File: src/rtl/exc_entry_seq.sv
module exc_entry_seq #(
  parameter int AW       = 32,
  parameter int DW       = 32,
  parameter int VW       = 8,
  parameter int SLOT_VEC = 6,
  parameter int ILL_VEC  = 4
) (
  input  logic          clk,
  input  logic          rst_n,
  input  logic          dec_valid,
  input  logic          dec_in_slot,
  input  logic          dec_trap,
  input  logic [VW-1:0] dec_trap_vec,
  input  logic          dec_undef,
  input  logic          dec_wr_pc,
  input  logic          dec_long,
  input  logic          dec_bank_rst,
  input  logic          dec_div_s,
  input  logic          dec_div_u,
  input  logic [AW-1:0] dec_pc,
  input  logic [AW-1:0] dec_next_pc,
  input  logic [AW-1:0] dec_slot_tgt,
  input  logic [DW-1:0] sr_in,
  input  logic [AW-1:0] sp_in,
  input  logic [AW-1:0] vbr,
  output logic          mem_req,
  output logic          mem_we,
  output logic [AW-1:0] mem_addr,
  output logic [DW-1:0] mem_wdata,
  input  logic          mem_ack,
  input  logic [DW-1:0] mem_rdata,
  output logic          busy,
  output logic          redir_valid,
  output logic [AW-1:0] redir_pc,
  output logic [AW-1:0] sp_new
);
  typedef enum logic [2:0] {S_IDLE, S_VEC, S_PSR, S_PPC, S_JMP} st_t;

  st_t           st;
  logic [AW-1:0] vec_addr_q, pc_q, sp_q, hnd_q;
  logic [DW-1:0] sr_q;

  logic          bad_slot, bad_gen, is_trap, take;
  logic [VW-1:0] vnum;
  logic [AW-1:0] save_pc;

  assign bad_slot = dec_in_slot & (dec_undef | dec_wr_pc | dec_trap | dec_long |
                                   dec_bank_rst | dec_div_s | dec_div_u);
  assign bad_gen  = ~dec_in_slot & dec_undef;
  assign is_trap  = ~dec_in_slot & ~dec_undef & dec_trap;
  assign take     = dec_valid & ~busy & (bad_slot | bad_gen | is_trap);

  assign vnum    = bad_slot ? VW'(SLOT_VEC) : bad_gen ? VW'(ILL_VEC) : dec_trap_vec;
  assign save_pc = bad_slot ? dec_slot_tgt : bad_gen ? dec_pc : dec_next_pc;

  always_ff @(posedge clk or negedge rst_n) begin
    if (!rst_n) begin
      st         <= S_IDLE;
      vec_addr_q <= '0;
      pc_q       <= '0;
      sp_q       <= '0;
      hnd_q      <= '0;
      sr_q       <= '0;
    end else begin
      case (st)
        S_IDLE: if (take) begin
          st         <= S_VEC;
          vec_addr_q <= vbr + (AW'(vnum) << 2);
          pc_q       <= save_pc;
          sp_q       <= sp_in;
          sr_q       <= sr_in;
        end
        S_VEC: if (mem_ack) begin
          hnd_q <= AW'(mem_rdata);
          st    <= S_PSR;
        end
        S_PSR: if (mem_ack) st <= S_PPC;
        S_PPC: if (mem_ack) st <= S_JMP;
        default: st <= S_IDLE;
      endcase
    end
  end

  assign busy        = (st != S_IDLE);
  assign mem_req     = (st == S_VEC) | (st == S_PSR) | (st == S_PPC);
  assign mem_we      = (st == S_PSR) | (st == S_PPC);
  assign mem_addr    = (st == S_VEC) ? vec_addr_q :
                       (st == S_PSR) ? sp_q - AW'(4) : sp_q - AW'(8);
  assign mem_wdata   = (st == S_PSR) ? sr_q : (st == S_PPC) ? DW'(pc_q) : '0;
  assign redir_valid = (st == S_JMP);
  assign redir_pc    = hnd_q;
  assign sp_new      = sp_q - AW'(8);

  assert_first_access_read_R3: assert property (@(posedge clk) disable iff (!rst_n)
    $rose(busy) |-> mem_req && !mem_we);

  assert_hold_until_ack_R8: assert property (@(posedge clk) disable iff (!rst_n)
    mem_req && !mem_ack |=> mem_req && $stable(mem_addr) && $stable(mem_we) && $stable(mem_wdata));

  assert_single_redirect_R10: assert property (@(posedge clk) disable iff (!rst_n)
    redir_valid |=> !redir_valid && !busy);

  assert_idle_quiet_R1: assert property (@(posedge clk) disable iff (!rst_n)
    !busy |-> !mem_req && !redir_valid);

  assert_busy_ends_in_redirect_R9: assert property (@(posedge clk) disable iff (!rst_n)
    $fell(busy) |-> $past(redir_valid));
endmodule

File: config.mk
export PLATFORM = sky130hd
export DESIGN_NAME = exc_entry_seq
export DESIGN_NICKNAME = d
export VERILOG_FILES = /design/src/rtl/exc_entry_seq.sv
export SDC_FILE = /design/constraint.sdc
export NUM_CORES = 1
export LEC_CHECK = 0
export CORE_AREA = 2 2 148 150
export DETAILED_ROUTE_END_ITERATION = 16
export DIE_AREA = 0 0 150 152
export PLACE_DENSITY_LB_ADDON = 0.25
export SLEW_MARGIN = 10
export SYNTH_ARGS = -nofsm -noshare
export SYNTH_HDL_FRONTEND = slang
export SYNTH_SLANG_ARGS = --single-unit
File: constraint.sdc
create_clock -name clk -period 6.94 [get_ports clk]
set_clock_uncertainty 0.15 [all_clocks]
set_input_delay 1.388 -clock clk [delete_from_list [all_inputs] [get_ports clk]]
set_output_delay 1.388 -clock clk [all_outputs]
set_load 0.03 [all_outputs]
* Word-level counts from Yosys, hierarchy flattened
Index checks and enable logic that the tools add are counted.
** Cells by class
- Reductions and logical operators :: 5
- Add/sub/neg operators :: 3
- Equal/unequal tests :: 8
- Bitwise gates (word level) :: 20
- Mux-type cells :: 13
** Operators by type and width (number)
- 32-bit two-way mux :: 6
- 32-bit by 10-bit adder with 32-bit output :: 1
- 32-bit by 3-bit subtractor with 32-bit output (second input constant) :: 1
- 32-bit by 4-bit subtractor with 32-bit output (second input constant) :: 1
- 8-bit two-way mux :: 2
- 3-bit two-way mux :: 4
- 3-bit one-hot mux with 4 select lines :: 1
- 1-bit bitwise OR :: 11
- 2-bit inequality test (second input constant) :: 4
- 1-bit bitwise AND :: 6
- 3-bit by 2-bit == test with 1-bit output (second input constant) :: 2
- 2-bit AND reduction :: 2
- 4-bit AND reduction :: 1
- 3-bit by 1-bit == test with 1-bit output (second input constant) :: 1
- 3-bit == test (second input constant) :: 1
- 3-bit logical NOT :: 1
- 1-bit NOT :: 3
- 3-bit nonzero test :: 1
** Storage, ports and cells
- Logic and storage cells :: 55
- Output and inout port bits :: 132
- Bits of input ports :: 244
- Register bits :: 163

* Logic depth before layout (Yosys ltp)
Gate-level depths: netlist of run 1.
- Word-level depth :: 12
- Mapped depth :: 14
- Depth with buffers taken out :: 12

* Least setup slack after synthesis of run 1
OpenSTA, ideal clock, no wires.
- Path type :: register to output
- Start point :: register sp_q[3]
- End point :: output port mem_addr[19]
- Stages on the path, launching flop included :: 10
- Required time :: 5402 ps
- Buffers on the path :: 1
- Setup slack :: 2389 ps
- Arrival time :: 3013 ps
- Cell sequence :: dfrtp_1 inv_1 ha_1 or3b_1 buf_2 or4_4 or4_4 nor2_2 xnor2_1 o21ai_1
** On the way
- Cells in the longest elaborated chain, start to end :: 3
- Elaborated cells on any way between the ends :: 4
** Ends and longest elaborated chain
- start, declared :: RTL line 40 : logic [AW-1:0] vec_addr_q, pc_q, sp_q, hnd_q;
- start signal, assigned :: RTL line 70 : sp_q <= sp_in;
- 32-bit by 4-bit subtractor with 32-bit output / 32-bit by 3-bit subtractor with 32-bit output (equally long branches) :: RTL line 88 : (st == S_PSR) ? sp_q - AW'(4) : sp_q - AW'(8);
- 32-bit two-way mux * :: RTL line 88
- 32-bit two-way mux * :: RTL line 87 : assign mem_addr = (st == S_VEC) ? vec_addr_q :
- end, declared :: RTL line 28 : output logic [AW-1:0] mem_addr,
Mark *: on every way between the ends. The rest lies on a longest branch, timed or not.

* Worst setup path after layout of run 1
- Start point :: register sp_q[3]
- End point :: output port mem_addr[24]
Same word-level chain as after synthesis.

==> results of run 1 <==
==> sequential cells by signal (all words and copies together) (netlist names) <==
register,cells
redir_pc,32
pc_q,32
sr_q,32
vec_addr_q,32
sp_q,32
st,3
==> cell families (layout without fill, tap and decap cells) <==
kind of cell | count (synthesis) | after routing
buf+inv | 93 | 427
flops | 163 | 163
xor+xnor | 68 | 68
mux | 64 | 64
other cells | 0 | 1
compound gates | 178 | 178
fa+ha+maj | 12 | 12
simple gates | 593 | 593
==> metrics by stage <==
step / util, % / cell area, µm²
2_1_floorplan: - / 9430
3_3_place_gp: 62.4 / 13300
3_5_place_dp: 62.4 / 13300
4_1_cts: 65.3 / 13900
5_1_grt: 65.3 / 13900
6_report: 65.3 / 13900
==> power groups by stage <==
stage | Combinational, mW | Clock [mW] | Sequential (mW)
floorplan | 2.25 | 0 | 1.82
finish | 3.82 | 0.968 | 1.80
global placement | 3.77 | 0 | 1.78
global route | 4.10 | 1.03 | 1.86
CTS | 3.83 | 0.989 | 1.79
detailed placement | 3.82 | 0 | 1.80
==> how the worst max path moves through the flow <==
stage | from | to | slack [ns] | depth (start not counted)
floorplan | sp_q[3] | mem_addr[19] | 2.39 | 9
global placement | dec_undef | vec_addr_q[30] | 1.96 | 14
detailed placement | dec_undef | vec_addr_q[28] | 1.85 | 14
CTS | sp_q[3] | mem_addr[19] | 1.58 | 9
global route | sp_q[3] | mem_addr[25] | 1.41 | 9
finish | sp_q[3] | mem_addr[24] | 1.56 | 9
==> cell usage after synthesis (all sizes together), types with 14 or more instances <==
cell type	number
xnor2	30
nor3	16
nor2	86
mux2	32
nand4	14
clkbuf	73
a21oi	18
nand2	369
nand3	48
xor2	38
and3	14
dfrtp	163
o21ai	116
mux2i	32
==> layer usage <==
layer / part of all wire (%) / track usage, %
met1: 40 / 33.8
met2: 48 / 43.4
met3: 8.9 / 7.06
met4: 3.2 / 10.5
met5: 0 / 0
==> tightest hold or removal path, delay by kind of cell (launching register included) <==
family           cells  cell delay [ns]
and+or+nand+nor      2             0.10
DFF                  1             0.34
==> layout make-up <==
cell class | count | area (µm²)
Clock inverter | 15 | 184
Timing Repair Buffer | 388 | 3860
Clock buffer | 17 | 425
Tap cell | 280 | 350
Fill cell | 1853 | 7420
Antenna cell | 1 | 2.50
Sequential cell | 163 | 4080
Inverter | 7 | 26.3
Multi-Input combinational cell | 915 | 5000
==> impl_metrics.toml, run 1 <==
[status]
outcome = "finished clean"

[min_path]
hold_path.startpoint = "sr_q[12]"
hold-path-cell-count = 2
holdCritPathClass = "register to register"
min_delay_worst_endpoint = "sr_q[12]"

[floorplanning]
rows = 54
pin_count = 376
coreArea_um2 = 21400
die_w_um = 150
start_util_pct = 44.2
die_height_um = 152
design.die.area_um2 = 22800

[timing]
fin_setup_tns_ns = 0
slew_headroom_pct = 34.4
fin_crit_sh_pct = 77.5
slew_viol_final = 0
hold_viol_final = 0
finalSetupViolCount = 0
worst_hold_slack_ns = 0.327
period_minus_slack_ns = 5.38
fmax_mhz = 186
worst_pin_slew_ns = 0.984
rsz0062_at_grt = "no"
setup_ws_ns = 1.56

[worst_setup_path]
end_kind = "output pin"
max_stage_delay_ns = 0.71
path_class = "register to output pin"
cp.required_ns = 5.40
reg2reg_to = "vec_addr_q[31]"
cp.arrival_ns = 3.84
rr_worst_depth = 6
worstPathCellList = "inv_1 > ha_1 > nor4b_1 > nand4_1 > and2_1 > a2111oi_2 > xnor2_1 > o21ai_0 > clkdlybuf4s50_1"
cpMaxStageDelayCell = "clkdlybuf4s50_1"
critPathBufInv = 2
cp_top_family = "simple AND/OR/NAND/NOR gates"
cp_max_fo = 6
start_kind = "register"
reg2reg_from = "st[0]"
r2r_slack_ns = 3.91

[synthesis]
syn_area_um2 = 9430
synthAdderAreaFrac_pct = 1.67
ys_ff_latch = 163
syn_inst = 1171
yosysTopAreaCell = "dfrtp_1"
synthTopCellsByArea = "dfrtp_1 43%, nand2_1 15%, o21ai_0 6.1%"
synth_top_area_share_pct = 43.2
syn_nets = 1427
synthXorXnorAreaFrac_pct = 6.31
yosys.area_share.simple_pct = 26.8
yosysSeqAreaShare_pct = 43.2
yosys_warnings = 0
synthMuxAreaShare_pct = 7.21
yosysUniqueCellTypes = 54
async_reset_ff_share_pct = 100
synth_edf_count = 0
synth_compound_area_share_pct = 10.8
avgSynthCellArea_um2 = 8.06
synth-main-ff-cell = "dfrtp_1"
synth_top_family_by_area = "simple AND/OR/NAND/NOR gates"

[grt]
grt_pass1_vias = 9105
antenna_found_initial = 1
grt_pass1_wl_um = 47800
grt_max_degree = 103
grt_use_total_pct = 26.7
grt-ovfl-total = 0

[finish]
instances_no_fill = 1786
syn_to_final_growth_pct = 47.7
final_cell_mix = "374 x clkdlybuf4s50_1, 368 x nand2_1, 162 x dfrtp_1"
fin_nets = 1748
layout-drive-gt1-share_pct = 6.38
layout_commonest_cell = "clkdlybuf4s50_1"

[clock_tree]
clk_pin_slew_ns = 0.07
cts_buffer_depth = 2
cts_hold_buf = 0
numCtsBuffers = 17
cts.sinks = 163
post_cts_buffers = 0
cts-htree-levels = 4
ctsResizeCount = 0
clock_latency_ns = 0.42
root_buffer = "clkbuf_16"
cts_tree = "built"

[pwr]
power.leakage_nw = 6.11
sw_frac_of_total_pct = 47.0
p_per_area_nw_per_um2 = 473
power_frac_clock_pct = 14.7
peakVddDrop_mv = 0.271
power.total_mw = 6.59
comb_power_share_pct = 58.0
intPower_mw = 3.49
p_switching_mw = 3.10
pwr-share-seq_pct = 27.3

[detailed_routing]
ant_nets = 0
avgViaCountPerCell = 5.27
drt-total-wl_um = 30700
vias = 9415
drt-initial-drc-count = 575
drt-pass1-iter-count = 6
wl_per_cell_um = 17.2
drc = 0

[place]
dp.cells = 1753
place_congestion = 0.956
hpwl_um = 23000
dp_slack_ns = 1.85
numPortBuffers = 375

[job]
cap_violations = 0
Note: power is estimated with default switching activity, not from simulation.
==> inputs of run 2 (changes only) <==
--- a/config.mk
+++ b/config.mk
@@ -5,9 +5,9 @@
 export SDC_FILE = /design/constraint.sdc
 export NUM_CORES = 1
 export LEC_CHECK = 0
-export CORE_AREA = 2 2 148 150
+export CORE_MARGIN = 2
+export CORE_UTILIZATION = 40
 export DETAILED_ROUTE_END_ITERATION = 16
-export DIE_AREA = 0 0 150 152
 export PLACE_DENSITY_LB_ADDON = 0.25
 export SLEW_MARGIN = 10
 export SYNTH_ARGS = -nofsm -noshare
==> constraint.sdc (replaced) <==
create_clock -name clk -period 4.71 [get_ports clk]
set_clock_uncertainty 0.15 [all_clocks]
set_input_delay 0.942 -clock clk [delete_from_list [all_inputs] [get_ports clk]]
set_output_delay 0.942 -clock clk [all_outputs]
set_load 0.03 [all_outputs]
==> run 2 against run 1 <==
  * Critical path depth decreased by 2
  * Clock power rose by 38%
  * Sequential cell count is the same
  * Register-to-register slack worse by 1.6 ns
  * Largest power group unchanged
  * Worst setup slack worse by 1.4 ns
  * Sequential share of layout area down 0.32 points
  * Power up 47%
  * Combinational power increased by 49%
==> impl_metrics.toml, run 2 (synthesis gave the netlist of run 1 again) <==
[pwr]
comb_power_share_pct = 58.6
power.total_mw = 9.69
intPower_mw = 5.10
p_switching_mw = 4.59
power_frac_clock_pct = 13.8
peakVddDrop_mv = 0.374
p_per_area_nw_per_um2 = 688
pwr-share-seq_pct = 27.6
sw_frac_of_total_pct = 47.3
power.leakage_nw = 6.25

[worst_setup_path]
cp.required_ns = 3.62
end_kind = "output pin"
cp_top_family = "simple AND/OR/NAND/NOR gates"
cp.arrival_ns = 3.50
start_kind = "register"
reg2reg_from = "st[2]"
cpMaxStageDelayCell = "clkdlybuf4s50_1"
crit_start = "sp_q[3]"
cp_max_fo = 6
worstPathCellList = "inv_1 > ha_1 > or3b_1 > or4_4 > or3_1 > xnor2_1 > clkdlybuf4s50_1"
path_class = "register to output pin"
max_stage_delay_ns = 0.69
critPathBufInv = 2

[clock_tree]
cts-htree-levels = 4
numCtsBuffers = 17
cts_buffer_depth = 2
cts.sinks = 163
clock_latency_ns = 0.41
root_buffer = "clkbuf_16"
clk_pin_slew_ns = 0.07
cts_tree = "built"

[floorplanning]
coreArea_um2 = 23300
pin_count = 376
design.die.area_um2 = 24800
rows = 56
die_w_um = 158
start_util_pct = 40.4
die_height_um = 158

[timing]
period_minus_slack_ns = 4.59
slew_headroom_pct = 47.7
fin_crit_sh_pct = 97.6
slew_viol_final = 0
worst_pin_slew_ns = 0.777
fmax_mhz = 218
finalSetupViolCount = 0
hold_viol_final = 0

[grt]
grt_pass1_wl_um = 48300
grt-ovfl-total = 0
antenna_found_initial = 0
grt_max_degree = 101
grt_use_total_pct = 25.1
grt_pass1_vias = 9055

[detailed_routing]
vias = 9399
avgViaCountPerCell = 5.11
ant_nets = 0
drt-total-wl_um = 31600
drt-initial-drc-count = 452
drc = 0
drt-pass1-iter-count = 5
wl_per_cell_um = 17.2

[status]
outcome = "finished clean"

[finish]
syn_to_final_growth_pct = 49.4
instances_no_fill = 1840
diodes = 0
fin_nets = 1764
layout-drive-gt1-share_pct = 7.63
final_cell_mix = "368 x nand2_1, 363 x clkdlybuf4s50_1, 162 x dfrtp_1"
layout_commonest_cell = "nand2_1"
fill_cells = 2127
final_util_pct = 60.4

[min_path]
holdCritPathClass = "primary input to asynchronous set/reset pin"

[place]
place_congestion = 0.948
numPortBuffers = 375
hpwl_um = 24100
dp.cells = 1805

[job]
cap_violations = 0
[run 2: changes by cell type in the layout (fill, tap and decap cells not counted), sizes merged]
cell	previous run	this run
buf	14	30
bufinv	1	0
clkbuf	17	18
clkdlybuf4s15	0	1
clkdlybuf4s50	374	363
clkinv	5	3
clkinvlp	1	4
diode	1	0
dlygate4sd1	0	1
dlygate4sd2	0	2
dlymetal6s2s	0	7
inv	15	14
[run 2: metrics by stage]
step	area, µm²	setup TNS, ns	setup slack, ns	hold WS, ns
finish	14100	0	0.115	0.325
global route	14100	-0.0118	-0.00705	0.340
CTS	14000	0	0.0293	0.329
detailed placement	13500	0	0.323	0.312
global placement	13500	0	0.386	0.307
floorplan	9430	0	0.605	0.295
[run 2: path summary, 6_finish.rpt]
path / endpoint / slack, ns / cells past startpoint
worst max register to register: vec_addr_q[31] / 2.34 / 5
worst max-delay path: sp_new[29] / 0.12 / 7
min in group clk: sr_q[13] / 0.33 / 2
worst min-delay path: sr_q[4] / 0.33 / 1
worst min register to register: sr_q[13] / 0.33 / 2
max in group asynchronous: sp_q[28] / 3.10 / 2
[run 2: worst reg2reg max path: cells and delay by family (launching register included)]
family | cells | cell delay [ns]
AND/OR/NAND/NOR | 4 | 1.45
flip-flops | 1 | 0.46
buffers and inverters | 1 | 0.28
[run 2: layer usage]
metal,wire length [µm],track usage [%]
met1,13400,32.4
met2,14800,40.7
met3,2360,6.16
met4,967,10.0
met5,0,0
[run 2: layout make-up]
cell class / count / area, µm² / share of cell area [%]
multi-input combinational: 915 / 5030 / 35.7
inverter: 7 / 26.3 / 0.186
timing repair buffer: 404 / 4000 / 28.4
sequential: 163 / 4080 / 29.0
tap: 319 / 399 / 2.83
clock inverter: 14 / 115 / 0.817
clock buffer: 18 / 439 / 3.12
[run 2: power by group through the flow]
stage | registers [mW] | logic [mW] | clock network [mW]
after global placement | 2.64 | 5.66 | 0
after detailed placement | 2.66 | 5.71 | 0
after global routing | 2.77 | 6.10 | 1.42
after floorplan | 2.68 | 3.31 | 0
after CTS | 2.65 | 5.71 | 1.37
final | 2.67 | 5.68 | 1.34
[run 2: what timing repair did]
action,CTS,global route
pin swaps,0,1
buffers inserted,0,3
hold buffers,0,0
resized for setup,5,14
setup endpoints to repair,5,8
==> inputs of run 3 (changes only) <==
--- a/config.mk
+++ b/config.mk
@@ -7,8 +7,9 @@
 export LEC_CHECK = 0
 export CORE_MARGIN = 2
 export CORE_UTILIZATION = 40
+export CTS_CLUSTER_DIAMETER = 50
 export DETAILED_ROUTE_END_ITERATION = 16
-export PLACE_DENSITY_LB_ADDON = 0.25
+export PLACE_DENSITY_LB_ADDON = 0.05
 export SLEW_MARGIN = 10
 export SYNTH_ARGS = -nofsm -noshare
 export SYNTH_HDL_FRONTEND = slang
==> run 3 against run 2 <==
  * Non-clock buffer count decreased by 5
  * Sequential cell count unchanged
  * Worst setup slack improved by 0.049 ns
  * Utilization rose by 0.22 points
  * Via count decreased by 2.7%
  * Clock power up 4%
  * Combinational power fell by 0.7%
  * Final area rose by 0.36%
  * Sequential power is essentially flat
  * Wire length down 3.4%
==> impl_metrics.toml, run 3 (synthesis gave the netlist of run 1 again) <==
[status]
outcome = "finished clean"

[timing]
period_minus_slack_ns = 4.55
fin_crit_sh_pct = 96.5
slew_viol_final = 0
hold_viol_final = 0
worst_pin_slew_ns = 0.785
rsz0062_at_grt = "yes"
worst_hold_slack_ns = 0.326
fmax_mhz = 220
slew_headroom_pct = 47.5
finalSetupViolCount = 0
fin_setup_tns_ns = 0

[grt]
grt-ovfl-total = 0
antenna_found_initial = 0
grt_max_degree = 83
grt_pass1_vias = 8636
grt_use_total_pct = 24.3
grt_pass1_wl_um = 46500

[pwr]
power.leakage_nw = 6.29
peakVddDrop_mv = 0.453
p_per_area_nw_per_um2 = 684

[worst_setup_path]
path_class = "register to output pin"
cp.arrival_ns = 3.45
start_kind = "register"
cp.required_ns = 3.62
cp_max_fo = 7
end_kind = "output pin"

[clock_tree]
cts.sinks = 163
clock_latency_ns = 0.42
cts_tree = "built"
numCtsBuffers = 17
clk_pin_slew_ns = 0.07
cts-htree-levels = 4
cts_buffer_depth = 2
root_buffer = "clkbuf_16"

[detailed_routing]
drt-total-wl_um = 30500
vias = 9144
ant_nets = 0
drt-pass1-iter-count = 4
wl_per_cell_um = 16.6
drt-initial-drc-count = 413
drc = 0
avgViaCountPerCell = 4.98

[finish]
fin_nets = 1759
final_cell_mix = "368 x nand2_1, 360 x clkdlybuf4s50_1, 162 x dfrtp_1"
layout-drive-gt1-share_pct = 7.52
fin_area_um2 = 14100
syn_to_final_growth_pct = 49.9
diodes = 0
fill_cells = 2162
final_util_pct = 60.6
layout_commonest_cell = "nand2_1"

[floorplanning]
pin_count = 376
start_util_pct = 40.4
rows = 56
design.die.area_um2 = 24800
coreArea_um2 = 23300
die_w_um = 158
die_height_um = 158

[place]
post_dp_cell_area_um2 = 13500
place_congestion = 0.868
hpwl_um = 23200
numPortBuffers = 375

[min_path]
holdCritPathClass = "register to register"

[job]
cap_violations = 0
## run 3: path summary, 6_finish.rpt
path,from,to,slack (ns),cells past startpoint
max,sp_q[3],mem_addr[15],0.16,8
min,sr_q[18],sr_q[18],0.33,2
max reg2reg,st[0],sr_q[24],2.05,6
min reg2reg,sr_q[18],sr_q[18],0.33,2
max in group asynchronous,rst_n,sr_q[21],3.04,2
min in group asynchronous,rst_n,sp_q[29],0.39,1
## run 3: final cells by class
| cell class | instances | area [µm²] | area share, % |
|---|---|---|---|
| Multi-Input combinational cell | 915 | 5040 | 35.6 |
| Tap cell | 319 | 399 | 2.82 |
| Timing Repair Buffer | 399 | 3990 | 28.2 |
| Clock buffer | 17 | 425 | 3.01 |
| Inverter | 7 | 26.3 | 0.186 |
| Sequential cell | 163 | 4080 | 28.9 |
| Clock inverter | 15 | 190 | 1.34 |
## run 3: layer usage
layer	global-route usage [%]	part of all wire [%]
met5	0	0
met4	5.63	1.3
met3	6.10	7.9
met2	40.1	47
met1	32.2	43
## run 3: report_power, final
part	total [mW]	switching, mW	internal, mW
clock network	1.40	0.678	0.723
registers	2.64	0.570	2.07
logic	5.64	3.32	2.32
## run 3: worst max-delay path: stages, from the launching register on
cell             delay (ns)
dfrtp_1                0.44
inv_1                  0.17
ha_1                   0.22
or3b_1                 0.51
nor4_2                 0.38
nand2_1                0.11
xor2_1                 0.18
o21ai_0                0.28
clkdlybuf4s50_1        0.74
## run 3: per-stage QoR
stage,total power [mW],instances,setup slack (ns)
6_report,9.68,1835,0.164
5_1_grt,10.3,1835,-0.00133
4_1_cts,9.75,1834,0.0180
3_5_place_dp,8.33,1802,0.209
3_3_place_gp,8.27,1802,0.256
2_1_floorplan,5.99,1171,0.605
## run 3: repair_timing
item | 4_1_cts | 5_1_grt
hold buffers | 0 | 0
cloned | 0 | 0
setup endpoints to repair | 5 | 17
pin swaps | 0 | 1
setup buffers | 0 | 1
resized for setup | 5 | 17
